`src/rtl/gfm_pkg.sv`:
```
package gfm_pkg;

    // Pipeline depth: entry stage, DEG/2 chain stages, final adder.
    function automatic int gfm_latency(input int deg);
        return deg / 2 + 2;
    endfunction

    // Width of a counter that can hold the value n.
    function automatic int gfm_cnt_w(input int n);
        return $clog2(n + 1) + 1;
    endfunction

endpackage

```
`src/rtl/gfm_bskew.sv`:
```
// Per-pair delay lines: pair j of b (bits 2j+1:2j) is delayed j+1 cycles.
module gfm_bskew #(
    parameter int DEG = 8
) (
    input  logic           clk,
    input  logic           rst,
    input  logic [DEG-1:0] b_i,
    output logic [DEG-1:0] b_dly_o
);
    localparam int H = DEG / 2;

    for (genvar j = 0; j < H; j++) begin : g_pair
        logic [2*(j+1)-1:0] sr_q;
        if (j == 0) begin : g_one
            always_ff @(posedge clk) begin
                if (rst) sr_q <= '0;
                else     sr_q <= b_i[1:0];
            end
        end else begin : g_many
            always_ff @(posedge clk) begin
                if (rst) sr_q <= '0;
                else     sr_q <= {sr_q[2*j-1:0], b_i[2*j+1:2*j]};
            end
        end
        assign b_dly_o[2*j+1:2*j] = sr_q[2*j+1:2*j];
    end
endmodule

```
`src/rtl/gfm_pre.sv`:
```
// Entry stage: a goes to the even chain, a*x mod f to the odd chain.
module gfm_pre #(
    parameter int             M    = 8,
    parameter logic [M-1:0]   POLY = 8'h1B
) (
    input  logic         clk,
    input  logic         rst,
    input  logic         vld_i,
    input  logic [M-1:0] a_i,
    output logic         vld_o,
    output logic [M-1:0] ev_op_o,
    output logic [M-1:0] od_op_o
);
    function automatic logic [M-1:0] red1(input logic [M-1:0] v);
        return {v[M-2:0], 1'b0} ^ (v[M-1] ? POLY : '0);
    endfunction

    always_ff @(posedge clk) begin
        if (rst) begin
            vld_o   <= 1'b0;
            ev_op_o <= '0;
            od_op_o <= '0;
        end else begin
            vld_o   <= vld_i;
            ev_op_o <= a_i;
            od_op_o <= red1(a_i);
        end
    end

    assert_pre_split_R3: assert property (@(posedge clk) disable iff (rst)
        vld_i |=> (ev_op_o == $past(a_i)) && (od_op_o[0] == $past(a_i[M-1])));
endmodule

```
`src/rtl/gfm_stage.sv`:
```
// Forwarding stage of both chains: AND/XOR into the partial sums, x^2 step on operands.
module gfm_stage #(
    parameter int           M     = 8,
    parameter logic [M-1:0] POLY  = 8'h1B,
    parameter bit           SHARE = 1'b0
) (
    input  logic         clk,
    input  logic         rst,
    input  logic         vld_i,
    input  logic [M-1:0] ev_op_i,
    input  logic [M-1:0] od_op_i,
    input  logic [M-1:0] ev_sum_i,
    input  logic [M-1:0] od_sum_i,
    input  logic [1:0]   bp_i,
    output logic         vld_o,
    output logic [M-1:0] ev_op_o,
    output logic [M-1:0] od_op_o,
    output logic [M-1:0] ev_sum_o,
    output logic [M-1:0] od_sum_o
);
    function automatic logic [M-1:0] red1(input logic [M-1:0] v);
        return {v[M-2:0], 1'b0} ^ (v[M-1] ? POLY : '0);
    endfunction

    logic [M-1:0] ev_nxt, od_nxt;

    if (SHARE) begin : g_shared
        logic [M-1:0] mid;
        always_comb begin
            mid    = red1(od_op_i);
            ev_nxt = mid;
            od_nxt = red1(mid);
        end
    end else begin : g_split
        always_comb begin
            ev_nxt = red1(red1(ev_op_i));
            od_nxt = red1(red1(od_op_i));
        end
    end

    always_ff @(posedge clk) begin
        if (rst) begin
            vld_o    <= 1'b0;
            ev_op_o  <= '0;
            od_op_o  <= '0;
            ev_sum_o <= '0;
            od_sum_o <= '0;
        end else begin
            vld_o    <= vld_i;
            ev_op_o  <= ev_nxt;
            od_op_o  <= od_nxt;
            ev_sum_o <= ev_sum_i ^ (ev_op_i & {M{bp_i[0]}});
            od_sum_o <= od_sum_i ^ (od_op_i & {M{bp_i[1]}});
        end
    end

    assert_zero_bit_pass_R4: assert property (@(posedge clk) disable iff (rst)
        (vld_i && !bp_i[0]) |=> ev_sum_o == $past(ev_sum_i));
    assert_zero_bit_pass_odd_R4: assert property (@(posedge clk) disable iff (rst)
        (vld_i && !bp_i[1]) |=> od_sum_o == $past(od_sum_i));
endmodule

```
`src/rtl/gfm_tail.sv`:
```
// Last stage of both chains: AND/XOR only, no reduction.
module gfm_tail #(
    parameter int M = 8
) (
    input  logic         clk,
    input  logic         rst,
    input  logic         vld_i,
    input  logic [M-1:0] ev_op_i,
    input  logic [M-1:0] od_op_i,
    input  logic [M-1:0] ev_sum_i,
    input  logic [M-1:0] od_sum_i,
    input  logic [1:0]   bp_i,
    output logic         vld_o,
    output logic [M-1:0] ev_sum_o,
    output logic [M-1:0] od_sum_o
);
    always_ff @(posedge clk) begin
        if (rst) begin
            vld_o    <= 1'b0;
            ev_sum_o <= '0;
            od_sum_o <= '0;
        end else begin
            vld_o    <= vld_i;
            ev_sum_o <= ev_sum_i ^ (ev_op_i & {M{bp_i[0]}});
            od_sum_o <= od_sum_i ^ (od_op_i & {M{bp_i[1]}});
        end
    end

    assert_tail_zero_bit_R4: assert property (@(posedge clk) disable iff (rst)
        (vld_i && !bp_i[0] && !bp_i[1]) |=>
            (ev_sum_o == $past(ev_sum_i)) && (od_sum_o == $past(od_sum_i)));
endmodule

```
`src/rtl/gfm_dual_mult.sv`:
```
module gfm_dual_mult #(
    parameter int             DEG       = 8,
    parameter logic [DEG-1:0] POLY      = 8'h1B,
    parameter bit             SHARE_RED = 1'b0
) (
    input  logic           clk,
    input  logic           rst,
    input  logic           in_vld_i,
    input  logic [DEG-1:0] a_i,
    input  logic [DEG-1:0] b_i,
    output logic           prod_vld_o,
    output logic [DEG-1:0] prod_o
);
    import gfm_pkg::*;

    localparam int H   = DEG / 2;
    localparam int LAT = gfm_latency(DEG);
    localparam int CW  = gfm_cnt_w(LAT);
    localparam logic [CW-1:0] LAT_C = CW'(LAT);

    logic [DEG-1:0] b_dly;
    logic           vld_w    [0:H-1];
    logic [DEG-1:0] ev_op_w  [0:H-1];
    logic [DEG-1:0] od_op_w  [0:H-1];
    logic [DEG-1:0] ev_sum_w [0:H-1];
    logic [DEG-1:0] od_sum_w [0:H-1];
    logic           tail_vld;
    logic [DEG-1:0] tail_ev, tail_od;

    gfm_bskew #(.DEG(DEG)) u_skew (
        .clk(clk), .rst(rst), .b_i(b_i), .b_dly_o(b_dly)
    );

    gfm_pre #(.M(DEG), .POLY(POLY)) u_pre (
        .clk(clk), .rst(rst), .vld_i(in_vld_i), .a_i(a_i),
        .vld_o(vld_w[0]), .ev_op_o(ev_op_w[0]), .od_op_o(od_op_w[0])
    );

    // First stage of each chain has no incoming partial sum.
    assign ev_sum_w[0] = '0;
    assign od_sum_w[0] = '0;

    for (genvar k = 0; k < H - 1; k++) begin : g_stg
        gfm_stage #(.M(DEG), .POLY(POLY), .SHARE(SHARE_RED)) u_stg (
            .clk(clk), .rst(rst), .vld_i(vld_w[k]),
            .ev_op_i(ev_op_w[k]), .od_op_i(od_op_w[k]),
            .ev_sum_i(ev_sum_w[k]), .od_sum_i(od_sum_w[k]),
            .bp_i(b_dly[2*k+1:2*k]),
            .vld_o(vld_w[k+1]),
            .ev_op_o(ev_op_w[k+1]), .od_op_o(od_op_w[k+1]),
            .ev_sum_o(ev_sum_w[k+1]), .od_sum_o(od_sum_w[k+1])
        );
    end

    gfm_tail #(.M(DEG)) u_tail (
        .clk(clk), .rst(rst), .vld_i(vld_w[H-1]),
        .ev_op_i(ev_op_w[H-1]), .od_op_i(od_op_w[H-1]),
        .ev_sum_i(ev_sum_w[H-1]), .od_sum_i(od_sum_w[H-1]),
        .bp_i(b_dly[DEG-1:DEG-2]),
        .vld_o(tail_vld), .ev_sum_o(tail_ev), .od_sum_o(tail_od)
    );

    // Final adder: joins the two chains, zero on idle cycles.
    always_ff @(posedge clk) begin
        if (rst) begin
            prod_vld_o <= 1'b0;
            prod_o     <= '0;
        end else begin
            prod_vld_o <= tail_vld;
            prod_o     <= tail_vld ? (tail_ev ^ tail_od) : '0;
        end
    end

    // Cycles since reset, saturating at the pipeline depth.
    logic [CW-1:0] since_q;
    always_ff @(posedge clk) begin
        if (rst)                 since_q <= '0;
        else if (since_q < LAT_C) since_q <= since_q + 1'b1;
    end

    assert_latency_floor_R2: assert property (@(posedge clk) disable iff (rst)
        prod_vld_o |-> since_q >= LAT_C);
    assert_idle_zero_R7: assert property (@(posedge clk) disable iff (rst)
        !prod_vld_o |-> prod_o == '0);
endmodule

```
`config.mk`:
```
export PLATFORM = sky130hd
export DESIGN_NAME = gfm_dual_mult
export DESIGN_NICKNAME = d
export VERILOG_FILES = /design/src/rtl/gfm_pkg.sv /design/src/rtl/gfm_bskew.sv /design/src/rtl/gfm_pre.sv /design/src/rtl/gfm_stage.sv /design/src/rtl/gfm_tail.sv /design/src/rtl/gfm_dual_mult.sv
export SDC_FILE = /design/constraint.sdc
export NUM_CORES = 1
export LEC_CHECK = 0
export ABC_AREA = 1
export BUFFER_PORTS_ARGS = -buffer_cell sky130_fd_sc_hd__buf_4
export CAP_MARGIN = 10
export CORE_MARGIN = 2
export CORE_UTILIZATION = 53
export DETAILED_ROUTE_END_ITERATION = 10
export PLACE_DENSITY = 0.74
export SETUP_SLACK_MARGIN = 0.1
export SYNTH_ARGS = -nofsm -noshare
export SYNTH_HDL_FRONTEND = slang
export SYNTH_SLANG_ARGS = --single-unit
```
`constraint.sdc`:
```
create_clock -name clk -period 0.8 [get_ports clk]
set_input_delay 0.12 -clock clk [delete_from_list [all_inputs] [get_ports clk]]
set_output_delay 0.12 -clock clk [all_outputs]
set_load 0.01 [all_outputs]
```
* After elaboration in Yosys (flattened, before gate mapping)
Cells that the tools add are included.
Storage, ports and cells: logic and storage cells 70, register bits after elaboration 162, bits of input ports 19, output and inout bits 9
Operators by class: bitwise operators 29, reduce and logical (&&, ||, !) cells 1, multiplexer cells 13
Operators by type and width (number):
- XOR 8 bit | 20
- 2-to-1 mux 5 bit | 13
- bitwise AND 8 bit | 8
- OR reduction 2 bit | 1
- NOT 1 bit | 1

* Longest topological paths before layout
Gate-level depths: netlist (run 1).
word-level depth 4, depth in mapped cells 6

* Hierarchy
A second synthesis (run 1) with hierarchy kept.
Unflattened totals: cells, all modules 660, area, all modules 5587.9 um^2
Modules (own cells, without submodules):
- gfm_stage | area an instance 1154.9 um^2, cells an instance 131, times used 3
- gfm_tail | area an instance 715.7 um^2, cells an instance 89, times used 1
- gfm_bskew | area an instance 618.1 um^2, cells an instance 68, times used 1
- gfm_pre | area an instance 411.6 um^2, cells an instance 49, times used 1
- gfm_dual_mult | area an instance 377.9 um^2, cells an instance 61, times used 1

* Worst setup path before layout (run 1)
Ideal clock, no wire load.
path type register to register, start point reg u_pre.ev_op_o[6], end point reg g_stg[0].u_stg.ev_op_o[4], library setup time 115 ps, buffers on the path 0, data arrival time 741 ps, path slack -56 ps, required time 685 ps, period minus slack after synthesis 856 ps, stages on the path, launching flop included 5, cell sequence dfxtp_1 inv_1 nand2_1 a21oi_1 nor2_1
Between the ends: cells in the longest elaborated chain, start to end 3
Ends and longest elaborated chain:
- start, declared | line gfm_pre.sv:11 | output logic [M-1:0] ev_op_o,
- start signal, assigned | line gfm_pre.sv:25 | ev_op_o <= a_i;
- XOR 8 bit | line gfm_stage.sv:22 | return {v[M-2:0], 1'b0} ^ (v[M-1] ? POLY : '0);
- 2-to-1 mux 5 bit | line gfm_stage.sv:22
- XOR 8 bit | line gfm_stage.sv:22
- end signal, assigned | line gfm_stage.sv:50 | ev_op_o <= ev_nxt;
- end, declared | line gfm_stage.sv:16 | output logic [M-1:0] ev_op_o,
Every way passes these cells. A chain may end at the register's enable or synchronous reset.

* Final worst setup path (run 1)
start point reg prod_o[2], end point out prod_o[2]
RTL lines:
- start, declared | line gfm_dual_mult.sv:12 | output logic [DEG-1:0] prod_o
- start signal, assigned | line gfm_dual_mult.sv:70 | prod_o <= tail_vld ? (tail_ev ^ tail_od) : '0;
No word-level cell between the ends.

==> flow_summary_export.csv, run 1 <==
group,metric,value,unit
route,viasPerCell,4.577,
global_routing,grt_pass1_vias,3339,
finish,antenna_cells,0,
global_routing,grt_overflow,0,
status,outcome,"complete, but fails checks",
finish,nets,643,
timing,tns,-3664,ps
floorplanning,core_area,0.009240,sq mm
synth,post-synth-top-area-fraction,0.6085,
synth,synth_nets,575,
floorplanning,die_h,101.5,microns
timing,hold_viol_final,21,
worst_hold_path,holdCritPathClass,"input pin to flip-flop",
critical_path,crit_type,"flip-flop to primary output",
synth,syn_area,0.005034,sq mm
status,violations,"hold timing, setup timing",
finish,syn_to_final_growth,39.40,%
synth,yosys_warnings,0,
timing,fin_crit,1064,ps
placed_design,place_congestion,0.7467,
synth,synth-seq-cells,153,
timing,skew,13.69,ps
cts,cts_tree,"built",
timing,final-max-slew-violation-count,0,
synth,synth_edf_count,0,
placed_design,hpwlAfterDp,5.394,mm
finish,final_cell_area,0.007017,sq mm
run,drv_cap,0,
critical_path,critPathMaxFanout,1,
global_routing,grt_start_max_net_pins,32,
worst_hold_path,min-delay-start,"rst",
power,total_leakage_power,2.967,nW
placed_design,place_area,0.005563,sq mm
placed_design,dp.cells,705,
critical_path,critical_path.top_delay_family,"flip-flops",
timing,fin_ws,-264.0,ps
route,drtAntennaViolNets,0,
cts,hold_buffers,18,
floorplanning,die_area,0.01029,sq mm
cts,htreeDepth,4,
synth,async_reset_ff_frac,0,
timing,holdWs,-23.10,ps
critical_path,worstPathCellList,"buf_6",
synth,synth_cell_types,16,
placed_design,port-buffer-count,27,
floorplanning,num_rows,35,
route,drc,0,
critical_path,ff2ff_setup_slack,-120,ps
synth,synth_flop_cell,"dfxtp_1",
cts,cts_root_buf,"clkbuf_8",
critical_path,worstPathRequired,680,ps
cts,clock_path_buffers,2,
finish,final_util,0.7594,
synth,synth_area_leaders,"dfxtp_1, nor2_1, xor2_1, nand2_1, inv_1",
floorplanning,num_io_pins,28,
cts,cts_buffers,17,
timing,period_share,1.330,
timing,setup_violations,45,
synth,synthTopCellsByCount,"dfxtp_1, nor2_1, nand2_1",
critical_path,arrival,940,ps
power,ir_drop,1.565,mV
power,total_power,17.24,mW
timing,maxSlewHeadroom,0.7791,
synth,synth_top_area_cell,"dfxtp_1",
synth,seq_area_frac_synth,0.6085,
synth,netlist_instances,556,
cts,cts_sinks,153,
finish,drive_gt1_frac,0.3878,
synth,yosysMostFrequentCell,"dfxtp_1",
floorplanning,start_util,0.5448,
placed_design,preCtsSetupSlack,-83.59,ps
route,routed_wl,10.02,mm
critical_path,r2r_start,"g_stg[0].u_stg.ev_op_o[6]$_SDFF_PP0_",
critical_path,crit_start,"prod_o[2]$_SDFF_PP0_",
route,drtIter0Drc,69,
global_routing,grt_pass1_wl,14.84,mm
critical_path,crit_buf_inv,1,
synth,syn_area_per_cell,9.053,sq um
finish,fill_cells,543,
critical_path,slowest_stage,"dfxtp_2",
timing,worstMarginPinSlew,331.4,ps
floorplanning,chipWidth,101.5,microns
global_routing,antenna_found_initial,0,
global_routing,grt_usage,0.1897,
critical_path,crit_path_start_kind,"flip-flop",
critical_path,cp-end-kind,"primary output",
timing,fmax,0.9399,GHz
route,num_vias,3506,
timing,grt_setup_unrepaired,"yes",
route,wire_per_inst,13.07,microns
cts,worstSkewPairLatency,530,ps
finish,fin_cells,766,
cts,clk_pin_slew,70,ps
route,drtPass1Iterations,6,
power,powerDensity,2457,mW/mm^2
critical_path,critical-path-max-stage-delay,320,ps
[sequential cells by signal, indices dropped and copies added, names as in the netlist, 3 cells and up]
name	count
g_stg.u_stg.ev_sum_o	24
u_pre.od_op_o	7
u_pre.ev_op_o	4
u_tail.od_sum_o	8
prod_o	8
g_stg.u_stg.ev_op_o	21
g_stg.u_stg.vld_o	3
u_skew.g_pair.sr_q	20
g_stg.u_stg.od_op_o	23
g_stg.u_stg.od_sum_o	24
u_tail.ev_sum_o	8
[repair_timing]
action / in CTS / in global routing
pin swaps: 76 / 39
cloned: 0 / 0
setup endpoints to repair: 91 / 100
setup buffers: 4 / 7
endpoints found under the hold margin: 32 / 8
gates resized for setup: 96 / 72
[layout make-up]
class	instances	area (sq um)	area share
Sequential cell	153	3149	0.4488
Multi-Input combinational cell	321	2113	0.3012
Timing Repair Buffer	73	735.7	0.1049
Clock buffer	19	441.7	0.06295
Inverter	58	250.2	0.03566
Clock inverter	13	165.2	0.02354
Tap cell	129	161.4	0.02300
[kinds of logic (layout without fill, tap and decap cells)]
kind of cell    after synthesis  count (layout)  share of synthesized area
compound gates               15              15                    0.01491
xor+xnor                     70              70                     0.1218
buf+inv                      82             163                    0.07581
flops                       153             153                     0.6085
simple gates                236             236                     0.1790
[layer usage]
metal | part of all wire | GRT usage | vias to the layer above
met4 | 0.021 | 0.08628 | 0
li1 | - | - | 1775
met5 | 0 | 0 | -
met2 | 0.58 | 0.3627 | 73
met1 | 0.37 | 0.1933 | 1637
met3 | 0.027 | 0.04555 | 21
[power by group]
group          switching, mW  total (mW)  internal, mW
sequential             0.255        8.11          7.86
combinational          0.512        1.05         0.533
clock                   3.14        8.09          4.94
total                   3.91        17.2          13.3
[worst paths after layout]
kind	endpoint	cells after the start
worst min-delay path	u_pre.od_op_o[6]$_SDFF_PP0_	3
worst min register to register	u_skew.g_pair[3].sr_q[6]$_SDFF_PP0_	2
worst max register to register	g_stg[1].u_stg.ev_op_o[4]$_SDFF_PP0_	5
worst max-delay path	prod_o[2]	1
[placed cells by master, fill, tap and decap left out, types with 2 or more instances in the layout]
cell	netlist	layout
a21oi_1	10	3
a21oi_2	0	7
buf_12	0	4
buf_4	0	27
buf_6	7	24
bufinv_16	0	3
clkbuf_16	0	16
clkbuf_8	0	3
clkinv_2	0	3
clkinv_4	0	3
dfxtp_1	153	120
dfxtp_2	0	15
dfxtp_4	0	18
dlygate4sd3_1	0	17
inv_1	57	45
inv_2	1	4
inv_4	0	7
inv_6	0	3
inv_8	0	2
nand2_1	81	14
nand2_2	1	51
nand2_4	0	16
nand3_2	0	5
nor2_1	144	131
nor2_2	0	9
nor2_4	0	4
nor3_1	4	2
o21ai_1	3	2
xnor2_1	22	9
xnor2_2	0	13
xor2_1	48	44
xor2_2	0	4
(Power assumes the default switching activity.)
==> inputs of run 2 (changes only) <==
--- a/config.mk
+++ b/config.mk
@@ -10,2 +10,3 @@
 export CAP_MARGIN = 10
+export CORE_ASPECT_RATIO = 0.8
 export CORE_MARGIN = 2
==> constraint.sdc (replaced) <==
create_clock -name clk -period 0.8 [get_ports clk]
set_input_delay 0.08 -clock clk [delete_from_list [all_inputs] [get_ports clk]]
set_output_delay 0.08 -clock clk [all_outputs]
set_load 0.01 [all_outputs]
==> run 2 against run 1 <==
Compared with the run above: the flow finishes with violations (DRC, setup timing); non-clock buffer count shrank 7; sequential cell count did not move; clock skew down 7.2 ps; final cell count decreased by 2.7%; largest power group is now clock; critical path type unchanged; global-route usage is 1.3 points higher; via count fell by 0.14%; sequential share of layout area rose by 0.33 points; clock power rose by 4.3%; highest routed layer unchanged; utilization grew 0.16 points.
==> flow_summary_export.csv, run 2 (synthesis gave the netlist of run 1 again) <==
group,metric,value,unit
finish,final_common_cell,"nor2_1",
floorplanning,num_io_pins,28,
status,violations,"DRC, setup timing",
cts,cts_buffers,17,
timing,setup_violations,37,
timing,final-max-slew-violation-count,0,
finish,final_cell_mix,"nor2_1, dfxtp_1, nand2_2",
placed_design,port-buffer-count,27,
run,drv_cap,0,
critical_path,arrival,840,ps
global_routing,grt_overflow,0,
worst_hold_path,holdCritPathClass,"input pin to flip-flop",
timing,fmax,1.084,GHz
power,sw_frac_of_total,0.2216,
placed_design,hpwlAfterDp,5.645,mm
critical_path,worstPathCellList,"buf_6",
critical_path,critPathMaxFanout,1,
route,wire_per_inst,13.75,microns
finish,final_cell_area,0.006965,sq mm
route,drtIter0Drc,181,
cts,cts_root_buf,"clkbuf_16",
route,num_vias,3501,
cts,clock_path_buffers,2,
finish,nets,636,
floorplanning,start_util,0.5499,
power,switchingPower,3.893,mW
floorplanning,num_rows,31,
cts,cts_sinks,153,
placed_design,place_area,0.005538,sq mm
timing,worstMarginPinSlew,388.1,ps
critical_path,critical_path.top_delay_family,"flip-flops",
status,outcome,"complete, but fails checks",
critical_path,crit_path_start_kind,"flip-flop",
critical_path,crit_buf_inv,1,
cts,clk_pin_slew,60,ps
critical_path,critical-path-max-stage-delay,310,ps
power,total_power,17.57,mW
cts,cts_tree,"built",
power,seqPwrFrac,0.462,
floorplanning,chipWidth,113.0,microns
power,total_leakage_power,2.902,nW
cts,worstSkewPairLatency,420,ps
timing,grt_setup_unrepaired,"yes",
finish,final_util,0.7609,
route,routed_wl,10.24,mm
finish,fin_cells,745,
finish,drive_gt1_frac,0.3889,
critical_path,slowest_stage,"dfxtp_2",
floorplanning,core_area,0.009154,sq mm
critical_path,cp-end-kind,"primary output",
power,pwr-share-comb,0.058,
global_routing,grt_pass1_wl,15.99,mm
placed_design,place_congestion,0.8083,
critical_path,worstPathRequired,720,ps
critical_path,crit_type,"flip-flop to primary output",
power,powerDensity,2523,mW/mm^2
finish,antenna_cells,0,
global_routing,grt_usage,0.2022,
route,viasPerCell,4.699,
timing,hold_viol_final,0,
route,drtAntennaViolNets,0,
power,ir_drop,2.111,mV
timing,maxSlewHeadroom,0.7409,
timing,skew,6.537,ps
finish,syn_to_final_growth,38.38,%
timing,period_share,1.154,
power,p_clk_frac,0.480,
timing,fin_crit,922.9,ps
timing,holdWs,10.18,ps
route,drtPass1Iterations,7,
floorplanning,die_h,91.17,microns
global_routing,grt_pass1_vias,3584,
route,drc,1,
power,power.internal,13.68,mW
placed_design,dp.cells,690,
cts,htreeDepth,4,
global_routing,antenna_found_initial,0,
floorplanning,die_area,0.01030,sq mm
timing,fin_ws,-122.9,ps
finish,largest_registers,"g_stg.u_stg.ev_sum_o: 24 flops, g_stg.u_stg.od_sum_o: 24 flops, g_stg.u_stg.od_op_o: 23 flops",
global_routing,grt_start_max_net_pins,39,
## run 2: timing repair
| item | 4_1_cts | 5_1_grt |
|---|---|---|
| setup buffers | 0 | 5 |
| pin swaps | 61 | 37 |
| hold buffers | 18 | 0 |
| gates resized for setup | 91 | 73 |
| endpoints found under the hold margin | 20 | 0 |
| cloned | 0 | 0 |
| endpoints found under the setup margin | 94 | 106 |
## run 2: path summary, 6_finish.rpt
kind,startpoint,end,slack (ps),cells after the start
setup reg to reg,g_stg[0].u_stg.ev_op_o[6]$_SDFF_PP0_,g_stg[1].u_stg.od_op_o[4]$_SDFF_PP0_,-110,5
setup / recovery,prod_o[1]$_SDFF_PP0_,prod_o[1],-120,1
hold / removal,a_i[7],u_pre.od_op_o[3]$_SDFF_PP0_,10,4
hold reg to reg,u_skew.g_pair[2].sr_q[2]$_SDFF_PP0_,u_skew.g_pair[2].sr_q[4]$_SDFF_PP0_,390,2
## run 2: routing by layer
layer,global-route usage,share of wire,up-vias,wire (microns)
met5,0,0,-,0
met4,0.05691,0.032,0,327
met3,0.08077,0.037,31,377
met2,0.3770,0.54,74,5551
met1,0.2091,0.39,1637,3986
li1,-,-,1759,-
## run 2: power groups by stage
| stage | Sequential [mW] | Combinational (mW) | Clock, mW |
|---|---|---|---|
| floorplan | 8.18 | 0.546 | 0 |
| global placement | 8.25 | 0.668 | 0 |
| detailed placement | 8.26 | 0.689 | 0 |
| CTS | 8.09 | 0.866 | 8.52 |
| global route | 8.15 | 1.11 | 8.90 |
| finish | 8.12 | 1.01 | 8.44 |
## run 2: stage by stage
step / setup TNS (ps) / worst slack [ps]
after floorplan: 0 / 2.701
final: -2271 / -122.9
after detailed placement: -3115 / -99.91
after global routing: -4540 / -154.8
after CTS: -1716 / -131.8
after global placement: -1898 / -91.67
## run 2: area by class of cell
| type | count | area, sq um |
|---|---|---|
| clock buffers | 18 | 439.2 |
| flip-flops and latches | 153 | 3149 |
| clock inverters | 14 | 197.7 |
| inverters | 58 | 249.0 |
| multi-input cells | 321 | 2111 |
| well taps | 115 | 143.9 |
| repair buffers | 66 | 675.6 |
| fillers | 554 | 2188 |
==> inputs of run 3 (changes only) <==
Settings changed: CORE_UTILIZATION 53 to 55, PLACE_DENSITY 0.74 to 0.73.
Clock period 0.8 ns to 0.9 ns, I/O delays scaled along.
==> run 3 against run 2 <==
Compared with the run above: the run ends with setup timing left; global-route usage decreased by 1.7 points; wire length decreased by 12%; worst hold slack improved by 140 ps; via count decreased by 3.8%; sequential cell count unchanged; non-clock buffer count decreased by 8; die area decreased by 3.5%; first-iteration DRC count increased by 9.4%; clock skew about the same; register-to-register slack improved by 110 ps; critical path depth unchanged; critical endpoint unchanged; largest cell class unchanged; highest routed layer unchanged.
==> flow_summary_export.csv, run 3 (synthesis gave the netlist of run 1 again) <==
group,metric,value,unit
floorplanning,chipWidth,111.0,microns
critical_path,r2r_end,"g_stg[1].u_stg.ev_op_o[4]$_SDFF_PP0_",
timing,fin_crit,918.8,ps
global_routing,grt_usage,0.1853,
route,drtAntennaViolNets,0,
status,outcome,"complete, but fails checks",
route,routed_wl,9.009,mm
route,drtIter0Drc,198,
status,violations,"setup timing",
critical_path,slowest_stage,"dfxtp_2",
cts,clock_path_buffers,2,
critical_path,critPathMaxFanout,1,
worst_hold_path,min-delay-start,"rst",
timing,fmax,1.088,GHz
route,wire_per_inst,12.22,microns
cts,cts_buffers,17,
timing,period_share,1.021,
power,ir_drop,1.914,mV
finish,antenna_cells,0,
timing,grt_setup_unrepaired,"yes",
route,num_vias,3368,
cts,cts_tree,"built",
critical_path,arrival,830,ps
finish,final_common_cell,"nor2_1",
power,powerDensity,2309,mW/mm^2
power,total_power,15.35,mW
global_routing,grt_pass1_vias,3252,
cts,worstSkewPairLatency,410,ps
placed_design,port-buffer-count,27,
finish,largest_registers,"g_stg.u_stg.ev_sum_o: 24 flops, g_stg.u_stg.od_sum_o: 24 flops, g_stg.u_stg.od_op_o: 23 flops",
critical_path,worstPathCellList,"buf_6",
timing,setup_violations,10,
finish,drive_gt1_frac,0.3264,
finish,fill_cells,580,
placed_design,preCtsSetupSlack,-35.65,ps
critical_path,critical-path-max-stage-delay,310,ps
placed_design,hpwlAfterDp,4.988,mm
floorplanning,die_h,89.57,microns
timing,final-max-slew-violation-count,0,
route,viasPerCell,4.570,
cts,htreeDepth,4,
cts,clk_pin_slew,60,ps
timing,hold_viol_final,0,
floorplanning,die_area,0.009938,sq mm
timing,worstMarginPinSlew,367.3,ps
floorplanning,start_util,0.5618,
worst_hold_path,hold_depth,3,
finish,nets,628,
critical_path,worstPathRequired,810,ps
timing,maxSlewHeadroom,0.7548,
worst_hold_path,holdCritPathClass,"input pin to flip-flop",
floorplanning,core_area,0.008960,sq mm
timing,fin_ws,-18.78,ps
finish,syn_to_final_growth,32.09,%
run,drv_cap,0,
global_routing,antenna_found_initial,0,
critical_path,critical_path.top_delay_family,"flip-flops",
critical_path,crit_buf_inv,1,
critical_path,crit_path_start_kind,"flip-flop",
timing,skew,6.887,ps
worst_hold_path,hold_path_end,"u_skew.g_pair[3].sr_q[0]$_SDFF_PP0_",
finish,final_cell_mix,"nor2_1, dfxtp_1, nand2_2",
global_routing,grt_start_max_net_pins,71,
floorplanning,num_io_pins,28,
placed_design,place_congestion,0.7640,
critical_path,rr_worst_depth,6,
critical_path,crit_type,"flip-flop to primary output",
critical_path,ff2ff_setup_slack,0,ps
route,drtPass1Iterations,4,
route,drc,0,
global_routing,grt_overflow,0,
floorplanning,num_rows,31,
power,total_leakage_power,2.768,nW
global_routing,grt_pass1_wl,14.27,mm
cts,cts_sinks,153,
cts,cts_root_buf,"clkbuf_16",
critical_path,r2r_start,"g_stg[0].u_stg.ev_op_o[6]$_SDFF_PP0_",
critical_path,cp-end-kind,"primary output",
==> run 3: cell count changes in the layout (fill, tap and decap cells not counted), moves of 4 or more <==
cell     delta
xnor2_1     +9
nand2_2     -4
nor2_1      +8
nand2_1     +8
nor2_2      -6
xor2_1      +4
inv_2       -4
o21ai_2     +4
xor2_2      -4
buf_6       -4
xnor2_2     -9
inv_1       +5
==> run 3: per-layer routing <==
layer,global-route usage,vias up,part of all wire
met4,0.05455,0,0.010
met2,0.3491,59,0.53
met3,0.07322,10,0.030
met5,0,-,0
li1,-,1742,-
met1,0.1963,1557,0.43
==> run 3: worst max path at each step <==
stage	cells past startpoint	startpoint	slack, ps	end
after floorplan	5	g_stg[0].u_stg.ev_op_o[6]$_SDFF_PP0_	100	g_stg[1].u_stg.od_op_o[4]$_SDFF_PP0_
after global placement	3	u_skew.g_pair[3].sr_q[6]$_SDFF_PP0_	-40	u_tail.ev_sum_o[6]$_SDFF_PP0_
final	1	prod_o[1]$_SDFF_PP0_	-20	prod_o[1]
after CTS	1	prod_o[4]$_SDFF_PP0_	-30	prod_o[4]
after global routing	1	prod_vld_o$_SDFF_PP0_	-50	prod_vld_o
after detailed placement	3	u_skew.g_pair[3].sr_q[6]$_SDFF_PP0_	-40	u_tail.ev_sum_o[6]$_SDFF_PP0_
==> run 3: cell type report <==
class	count	area, sq um	share of cell area
clock inverters	12	172.7	0.02597
multi-input cells	321	1924	0.2894
clock buffers	20	456.7	0.06869
inverters	58	246.5	0.03707
flip-flops and latches	153	3139	0.4721
well taps	115	143.9	0.02164
repair buffers	58	565.5	0.08506
==> run 3: report_power, final <==
group | total, mW | leakage (nW) | switching [mW] | internal, mW
registers | 7.20 | 1.27 | 0.209 | 6.99
logic | 0.767 | 1.20 | 0.392 | 0.375
clock network | 7.39 | 0.306 | 2.61 | 4.77
total | 15.4 | 2.77 | 3.21 | 12.1
==> run 3: stage by stage <==
| stage | hold slack (ps) | utilization | cell area [sq um] | TNS [ps] | instances |
|---|---|---|---|---|---|
| after global placement | 287.8 | 0.5918 | 5303 | -47.66 | 681 |
| after global routing | 146.1 | 0.7421 | 6649 | -471.8 | 737 |
| after CTS | 111.3 | 0.7042 | 6310 | -275.2 | 733 |
| after floorplan | 189.6 | - | 5057 | 0 | 556 |
| after detailed placement | 295.2 | 0.5918 | 5303 | -48.62 | 681 |
| final | 148.4 | 0.7421 | 6649 | -144.6 | 737 |
==> run 3: worst reg2reg max path, cell delays in order (launching register included) <==
cell and delay (ps):
dfxtp_2 350, buf_6 130, inv_8 40, nand2_4 70, nand3_2 70, nand2_1 90
nor2_1 50
==> run 3: timing repair <==
item	CTS	global route
buffers inserted	3	4
hold endpoints to repair	20	0
gates resized for setup	66	110
setup endpoints to repair	72	73
pin swaps	6	51
gates cloned	0	0
hold buffers	17	0
